### config.mk
export PLATFORM = sky130hd
export DESIGN_NAME = rsq_steer
export DESIGN_NICKNAME = d
export VERILOG_FILES = /design/src/rtl/rsq_pkg.sv /design/src/rtl/rsq_marker_decode.sv /design/src/rtl/rsq_redirect_ctr.sv /design/src/rtl/rsq_route_reg.sv /design/src/rtl/rsq_steer.sv
export SDC_FILE = /design/constraint.sdc
export NUM_CORES = 1
export LEC_CHECK = 0
export BUFFER_PORTS_ARGS = -buffer_cell sky130_fd_sc_hd__buf_2
export CAP_MARGIN = 20
export CORE_AREA = 2 2 39 41
export DETAILED_ROUTE_END_ITERATION = 12
export DIE_AREA = 0 0 41 43
export PLACE_DENSITY = 0.64
export SYNTH_ARGS = -nofsm -noshare
export SYNTH_HDL_FRONTEND = slang
export SYNTH_SLANG_ARGS = --single-unit
### constraint.sdc
create_clock -name clk -period 1.1 [get_ports clk]
set_input_delay 0.11 -clock clk [delete_from_list [all_inputs] [get_ports clk]]
set_output_delay 0.11 -clock clk [all_outputs]
set_load 0.02 [all_outputs]
### src/rtl/rsq_pkg.sv
package rsq_pkg;

  typedef enum logic {
    DEST_FIFO  = 1'b0,
    DEST_ASSOC = 1'b1
  } dest_e;

  // Window length actually loaded: programmed value limited to the cap.
  function automatic int clamp_limit(input int programmed, input int cap);
    return (programmed > cap) ? cap : programmed;
  endfunction

  // Counter value after an accepted marker.
  function automatic int step_count(input int cur, input int lim, input bit reload);
    if (reload)       return lim;
    else if (cur > 0) return cur - 1;
    else              return 0;
  endfunction

  // Destination of the block a marker opens.
  function automatic dest_e block_dest(input bit tag_high, input bit window_open);
    return (tag_high || window_open) ? DEST_ASSOC : DEST_FIFO;
  endfunction

endpackage

### src/rtl/rsq_marker_decode.sv
module rsq_marker_decode (
  input  logic in_valid,
  input  logic in_is_marker,
  input  logic in_tag_high,
  input  logic in_tag_miss,
  input  logic flush,
  output logic mark_take,
  output logic mark_high,
  output logic mark_reload,
  output logic instr_slot
);
  // A marker is consumed here whenever no flush is pending.
  assign mark_take   = in_valid && in_is_marker && !flush;
  assign mark_high   = in_tag_high;
  // Miss flag counts only with a high-reorder tag.
  assign mark_reload = mark_take && in_tag_high && in_tag_miss;
  assign instr_slot  = in_valid && !in_is_marker && !flush;
endmodule

### src/rtl/rsq_redirect_ctr.sv
module rsq_redirect_ctr #(
  parameter int CFG_W        = 3,
  parameter int REDIRECT_CAP = 3,
  parameter int CW           = $clog2(REDIRECT_CAP + 1)
) (
  input  logic             clk,
  input  logic             rst_n,
  input  logic             flush,
  input  logic             mark_take,
  input  logic             mark_reload,
  input  logic [CFG_W-1:0] cfg_max,
  output logic [CW-1:0]    cnt,
  output logic             window_open
);
  logic [CW-1:0] lim;
  logic [CW-1:0] cnt_nxt;

  assign lim         = CW'(rsq_pkg::clamp_limit(int'(cfg_max), REDIRECT_CAP));
  assign cnt_nxt     = CW'(rsq_pkg::step_count(int'(cnt), int'(lim), mark_reload));
  assign window_open = (cnt != '0);

  always_ff @(posedge clk or negedge rst_n) begin
    if (!rst_n)         cnt <= '0;
    else if (flush)     cnt <= '0;
    else if (mark_take) cnt <= cnt_nxt;
  end

  p_reload_r5: assert property (@(posedge clk) disable iff (!rst_n)
    mark_reload |=> cnt == (($past(cfg_max) > REDIRECT_CAP) ? CW'(REDIRECT_CAP) : CW'($past(cfg_max))));

  p_decrement_r6: assert property (@(posedge clk) disable iff (!rst_n)
    (mark_take && !mark_reload && cnt != '0) |=> cnt == $past(cnt) - 1'b1);

  p_hold_r6: assert property (@(posedge clk) disable iff (!rst_n)
    (!mark_take && !flush) |=> $stable(cnt));

  p_flush_clear_r9: assert property (@(posedge clk) disable iff (!rst_n)
    flush |=> cnt == '0);

  p_cap_r11: assert property (@(posedge clk) disable iff (!rst_n)
    int'(cnt) <= REDIRECT_CAP);
endmodule

### src/rtl/rsq_route_reg.sv
module rsq_route_reg (
  input  logic           clk,
  input  logic           rst_n,
  input  logic           flush,
  input  logic           mark_take,
  input  logic           mark_high,
  input  logic           window_open,
  output rsq_pkg::dest_e route
);
  import rsq_pkg::*;

  always_ff @(posedge clk or negedge rst_n) begin
    if (!rst_n)         route <= DEST_ASSOC;
    else if (flush)     route <= DEST_ASSOC;
    else if (mark_take) route <= block_dest(mark_high, window_open);
  end

  p_high_to_assoc_r4: assert property (@(posedge clk) disable iff (!rst_n)
    (mark_take && mark_high) |=> route == DEST_ASSOC);

  p_window_to_assoc_r5: assert property (@(posedge clk) disable iff (!rst_n)
    (mark_take && window_open) |=> route == DEST_ASSOC);

  p_low_to_fifo_r3: assert property (@(posedge clk) disable iff (!rst_n)
    (mark_take && !mark_high && !window_open) |=> route == DEST_FIFO);

  p_flush_route_r9: assert property (@(posedge clk) disable iff (!rst_n)
    flush |=> route == DEST_ASSOC);
endmodule

### src/rtl/rsq_steer.sv
module rsq_steer #(
  parameter int W            = 8,
  parameter int CFG_W        = 3,
  parameter int REDIRECT_CAP = 3
) (
  input  logic             clk,
  input  logic             rst_n,
  input  logic             flush,
  input  logic [CFG_W-1:0] cfg_redirect_max,
  input  logic             in_valid,
  input  logic             in_is_marker,
  input  logic             in_tag_high,
  input  logic             in_tag_miss,
  input  logic [W-1:0]     in_payload,
  output logic             in_ready,
  output logic             fifo_valid,
  output logic [W-1:0]     fifo_payload,
  input  logic             fifo_ready,
  output logic             assoc_valid,
  output logic [W-1:0]     assoc_payload,
  input  logic             assoc_ready
);
  import rsq_pkg::*;
  localparam int CW = $clog2(REDIRECT_CAP + 1);

  logic           mark_take, mark_high, mark_reload, instr_slot;
  logic [CW-1:0]  cnt;
  logic           window_open;
  dest_e          route;
  logic           dest_ready;

  rsq_marker_decode u_dec (
    .in_valid    (in_valid),
    .in_is_marker(in_is_marker),
    .in_tag_high (in_tag_high),
    .in_tag_miss (in_tag_miss),
    .flush       (flush),
    .mark_take   (mark_take),
    .mark_high   (mark_high),
    .mark_reload (mark_reload),
    .instr_slot  (instr_slot)
  );

  rsq_redirect_ctr #(.CFG_W(CFG_W), .REDIRECT_CAP(REDIRECT_CAP), .CW(CW)) u_ctr (
    .clk        (clk),
    .rst_n      (rst_n),
    .flush      (flush),
    .mark_take  (mark_take),
    .mark_reload(mark_reload),
    .cfg_max    (cfg_redirect_max),
    .cnt        (cnt),
    .window_open(window_open)
  );

  rsq_route_reg u_route (
    .clk        (clk),
    .rst_n      (rst_n),
    .flush      (flush),
    .mark_take  (mark_take),
    .mark_high  (mark_high),
    .window_open(window_open),
    .route      (route)
  );

  assign dest_ready = (route == DEST_FIFO) ? fifo_ready : assoc_ready;

  always_comb begin
    if (flush)             in_ready = 1'b0;
    else if (in_is_marker) in_ready = 1'b1;
    else                   in_ready = dest_ready;
  end

  assign fifo_valid    = instr_slot && (route == DEST_FIFO);
  assign assoc_valid   = instr_slot && (route == DEST_ASSOC);
  assign fifo_payload  = in_payload;
  assign assoc_payload = in_payload;

  p_marker_dropped_r2: assert property (@(posedge clk) disable iff (!rst_n)
    (in_valid && in_is_marker) |-> (!fifo_valid && !assoc_valid));

  p_single_dest_r3: assert property (@(posedge clk) disable iff (!rst_n)
    $onehot0({fifo_valid, assoc_valid}));

  p_stall_fifo_r8: assert property (@(posedge clk) disable iff (!rst_n)
    (fifo_valid && !fifo_ready) |-> !in_ready);

  p_stall_assoc_r8: assert property (@(posedge clk) disable iff (!rst_n)
    (assoc_valid && !assoc_ready) |-> !in_ready);

  p_flush_idle_r9: assert property (@(posedge clk) disable iff (!rst_n)
    flush |-> (!in_ready && !fifo_valid && !assoc_valid));
endmodule

---- Yosys cells after proc, flatten, opt, wreduce, memory -nomap -nowiden ----
Index checks and enable logic that the tools add are counted.
cells by class
  $add $sub $neg .......................... 1
  multiplexer cells ....................... 11
  reductions and logical operators ........ 13
  order comparisons ....................... 2
  bitwise logic cells ..................... 1
operators by type and width
  operator             number
  $mux 2               5
  $logic_and 1x1->1    8
  $mux 1               6
  $reduce_bool 2->1    2
  $gt 3x2->1 const B   1
  $gt 2x1->1 const B   1
  $logic_not 1->1      2
  $sub 2x1->2 const B  1
  $logic_or 1x1->1     1
  $not 1->1            1
word-level totals
  word-level logic and storage cells ...... 30
  register bits ........................... 3
  output and inout bits ................... 19
  bits of input ports ..................... 20

---- Depth between registers and ports, before layout ----
  depth in word-level cells ............... 7
  gate-level depth with buffers ........... 3
  gate-level depth less buffers ........... 3

---- Hierarchy ----
From an unflattened synthesis, not the netlist that was laid out.
unflattened totals
  cell total of the unflattened synthesis .. 41
  area, all modules ....................... 347.8 um^2
by module, submodules not included
  module             area each (um^2)  seq. area each (um^2)  cells an instance  instances
  rsq_steer          155.1             0.0                    21                 1
  rsq_redirect_ctr   112.6             50.0                   12                 1
  rsq_route_reg      50.0              26.3                   4                  1
  rsq_marker_decode  30.0              0.0                    4                  1

---- Worst setup path before layout ----
No wires, ideal clock.
  path kind ............................... register -> output
  from .................................... register u_route.route
  to ...................................... output port fifo_valid
  data required time ...................... 0.990 ns
  path buffers ............................ 0
  arrival ................................. 1.098 ns
  slack ................................... -0.108 ns
  cell stages (with the launch flop) ...... 2
  cell sequence ........................... dfstp_2 -> nor4b_1
on the way
  longest elaborated chain between the ends .. 2
ends and longest elaborated chain
  element                 line                 text
  from (decl)             rsq_route_reg.sv:8   output rsq_pkg::dest_e route
  from (signal assigned)  rsq_route_reg.sv:15  else if (mark_take) route <= block_dest(mark_high, window_open);
  $not 1->1               rsq_steer.sv:73      assign fifo_valid = instr_slot && (route == DEST_FIFO);
  $logic_and 1x1->1       rsq_steer.sv:73
  to (decl)               rsq_steer.sv:16      output logic fifo_valid,
Every way passes these cells.

---- Worst setup path in the final report ----
  from .................................... register u_route.route
  to ...................................... output port in_ready
on the way
  longest elaborated chain between the ends .. 3
ends and longest elaborated chain
  element    line             text
  $mux 1     rsq_steer.sv:65  assign dest_ready = (route == DEST_FIFO) ? fifo_ready : assoc_ready;
  $mux 1     rsq_steer.sv:69  else if (in_is_marker) in_ready = 1'b1;
  $mux 1     rsq_steer.sv:68  if (flush) in_ready = 1'b0;
  to (decl)  rsq_steer.sv:15  output logic in_ready,
Every way passes these cells.

==> summary.md <==
| Metric | Value |
|---|---|
| Vias in the first global route | 230 |
| Status | finished with violations |
| Hold Path Class | in2reg |
| Ports | 39 |
| Library cells used by synthesis | 19 |
| RD Place Congestion | 0.615 |
| Largest net degree at the start of global routing | 7 |
| Worst EP arrival | 1.20 ns |
| Proportion of layout cells with a drive suffix above 1 | 54.8% |
| Net Count, Synth | 58 |
| Critical path peak fanout | 4 |
| Max Root-Sink Buffers | 2 |
| CP Launch Type | flop |
| Maximum vdd ir drop | 395 uV |
| Via/cell ratio | 4.57 |
| Violated checks | negative setup slack |
| Yosys top cell area share | 37.6% |
| Worst relative slew slack | 84.4% |
| Min-Delay Endpoint | u_ctr.cnt[1] |
| Worst reg2reg path startpoint | u_route.route |
| Dpl ws | -0.0305 ns |
| Total grt overflow | 0 |
| DRT iter0 DRCs | 2 |
| Hold path start | flush |
| Setup TNS | -0.481 ns |
| Synth area leaders | buf_4 38%, dfrtp_1 16%, dfstp_2 8.2% |
| Gate Count Post-Synth | 38 |
| Slew Viols, Final | 0 |
| P per Cell Area | 1100 nW/um^2 |
| Core area | 1380 um^2 |
| Crit. Startpoint | u_route.route |
| Clk_skew | around 0.0028 ns |
| Wirelength per Cell | between 10 and 15 um |
| Setup crit end kind | primary output |
| Area growth from synthesis to final layout | 11.4% |
| Worst EP required | between 0.9 and 1 ns |
| Port bufs | 14 |
| Final WS setup | -0.208 ns |
| RSZ-0062 raised after global routing | true |
| Utilization after layout | 25.7% |
| Avg Cell Area, Syn | about 8.4 um^2 |
| CTS buffer count | 3 |
| Clk pin slew, worst setup/hold paths | ~0.040 ns |
| Period minus WS final | 1.31 ns |
| Sequential fraction of the synthesis area | between 20% and 30% |
| First-pass GRT wire length | 862 um |
| DRC viols | 0 |
| Antenna cells | 0 |
| R2r endpoint | u_route.route |
| Worst reg-to-reg path cell count | 3 |
| Die width | 41 um |
| CTS tree | yes |
| Reg-to-reg slack, setup | 0.17 ns |
| Detail Route Antenna Nets | 0 |
| Worst-skew pair later-pin latency | 0.23 ns |
| Starting Density | 23.1% |
| Slew @ Worst Pin | about 0.23 ns |
| Total Wirelength | ~600 um |
| Final Hold Vio Count | 0 |
| Yosys top cell by area | buf_4 |
| DIE AREA | ~1800 um^2 |
| H-tree depth | 1 |
| CP Class | reg2out |
| TritonCTS Sinks | 3 |
| Yosys warning total | 0 |
| MaxCap Viol Count | 0 |
| HPWL after detailed placement | 456 um |
| Vias | 265 |
| Total Routing Usage GR | 7.75% |
| Final setup vio count | 3 |
| Period utilisation layout | 119% |
| Initial antenna violation count | 0 |
| CTS root buf | clkbuf_4 |
| Row count | 14 |
| Pre-antenna DRT Iters | 2 |
| Die Y | 43 um |
| Synth Cell Area | approximately 320 um^2 |
| Hold Crit Depth | 2 |
| Leakage Power | 0.165 nW |
| # nets final | 63 |
| Max Freq | 764 MHz |
| Synth Register Bits | 3 |
-- critical path, cell delays in order (launching register included) --
cell,delay [ns]
dfstp_2,0.55
nor2b_1,0.06
a211oi_2,0.14
nor2_1,0.06
buf_4,0.15
-- area by class of cell --
| type | count | area [um^2] |
|---|---|---|
| Sequential cell | 3 | 76.3 |
| Clock buffer | 4 | 26.3 |
| Multi-Input combinational cell | 18 | 130 |
| Timing Repair Buffer | 16 | 98.8 |
| Tap cell | 16 | 20.0 |
| Fill cell | 156 | 1030 |
| Inverter | 1 | 3.75 |
-- synth_stat cells --
cell      instances
a311oi_1          1
a31oi_1           1
o211a_1           1
nor2b_1           1
buf_4            16
o21bai_1          1
nor2_1            2
nand2_2           1
inv_1             1
nor4_1            1
or3_1             1
dfstp_2           1
a21oi_1           1
nor4b_1           1
and4bb_2          1
nand2_1           2
dfrtp_1           2
a211oi_1          2
nand3_1           1
-- placed cells by master (no fill, tap or decap), types with 2 or more instances in the layout --
cell type / Yosys / final
nor2_1: 2 / 2
nand2_1: 2 / 2
clkbuf_4: 0 / 3
dfrtp_1: 2 / 2
buf_2: 0 / 11
buf_4: 16 / 3
-- what timing repair did --
action	4_1_cts	5_1_grt
buffers inserted	1	0
endpoints found under the setup margin	3	3
pin swaps	1	0
hold buffers	1	0
gates resized for setup	3	2
hold endpoints to repair	3	0
-- logic make-up (layout without fill, tap and decap cells) --
family | count (synthesis) | count (layout) | share of synthesized area, %
simple gates | 11 | 11 | 20.8
compound gates | 7 | 7 | 16.5
flops | 3 | 3 | 23.9
buf+inv | 17 | 21 | 38.8
-- layer usage --
| metal | vias up | routed length [um] | global-route usage [%] |
|---|---|---|---|
| met1 | 124 | 210 | 7.12 |
| met3 | 0 | 83 | 6.81 |
| met5 | - | 0 | 0 |
| met2 | 11 | 317 | 11.3 |
| met4 | 0 | 0 | 4.00 |
| li1 | 130 | - | - |
-- stage by stage --
| stage | hold WS [ns] | instances | cell area [um^2] | power (mW) |
|---|---|---|---|---|
| 2_1_floorplan | -0.186 | 38 | 325 | 0.236 |
| 3_3_place_gp | -0.0932 | 52 | 295 | 0.186 |
| 3_5_place_dp | -0.0911 | 52 | 295 | 0.187 |
| 4_1_cts | 0.104 | 58 | 348 | 0.400 |
| 5_1_grt | 0.120 | 58 | 355 | 0.420 |
| 6_report | 0.114 | 58 | 355 | 0.391 |
-- registers in the layout (all words and copies together) (netlist names) --
register / flops
u_ctr.cnt: 2
u_route.route: 1
-- worst max path at each step --
stage / slack [ns] / endpoint / cells after the start
2_1_floorplan: 0.08 / in_ready / 3
3_3_place_gp: 0.002 / in_ready / 4
3_5_place_dp: -0.03 / in_ready / 4
4_1_cts: -0.23 / in_ready / 4
5_1_grt: -0.28 / in_ready / 4
6_report: -0.21 / in_ready / 4
-- report_power, final --
group	switching (mW)	leakage (nW)	internal, mW	total (mW)
registers	0.00502	0.0377	0.117	0.122
logic	0.0358	0.113	0.0391	0.0749
clock network	0.0580	0.0150	0.136	0.194
total	0.0988	0.165	0.292	0.391
No activity file was read; power rests on OpenSTA's default activity.
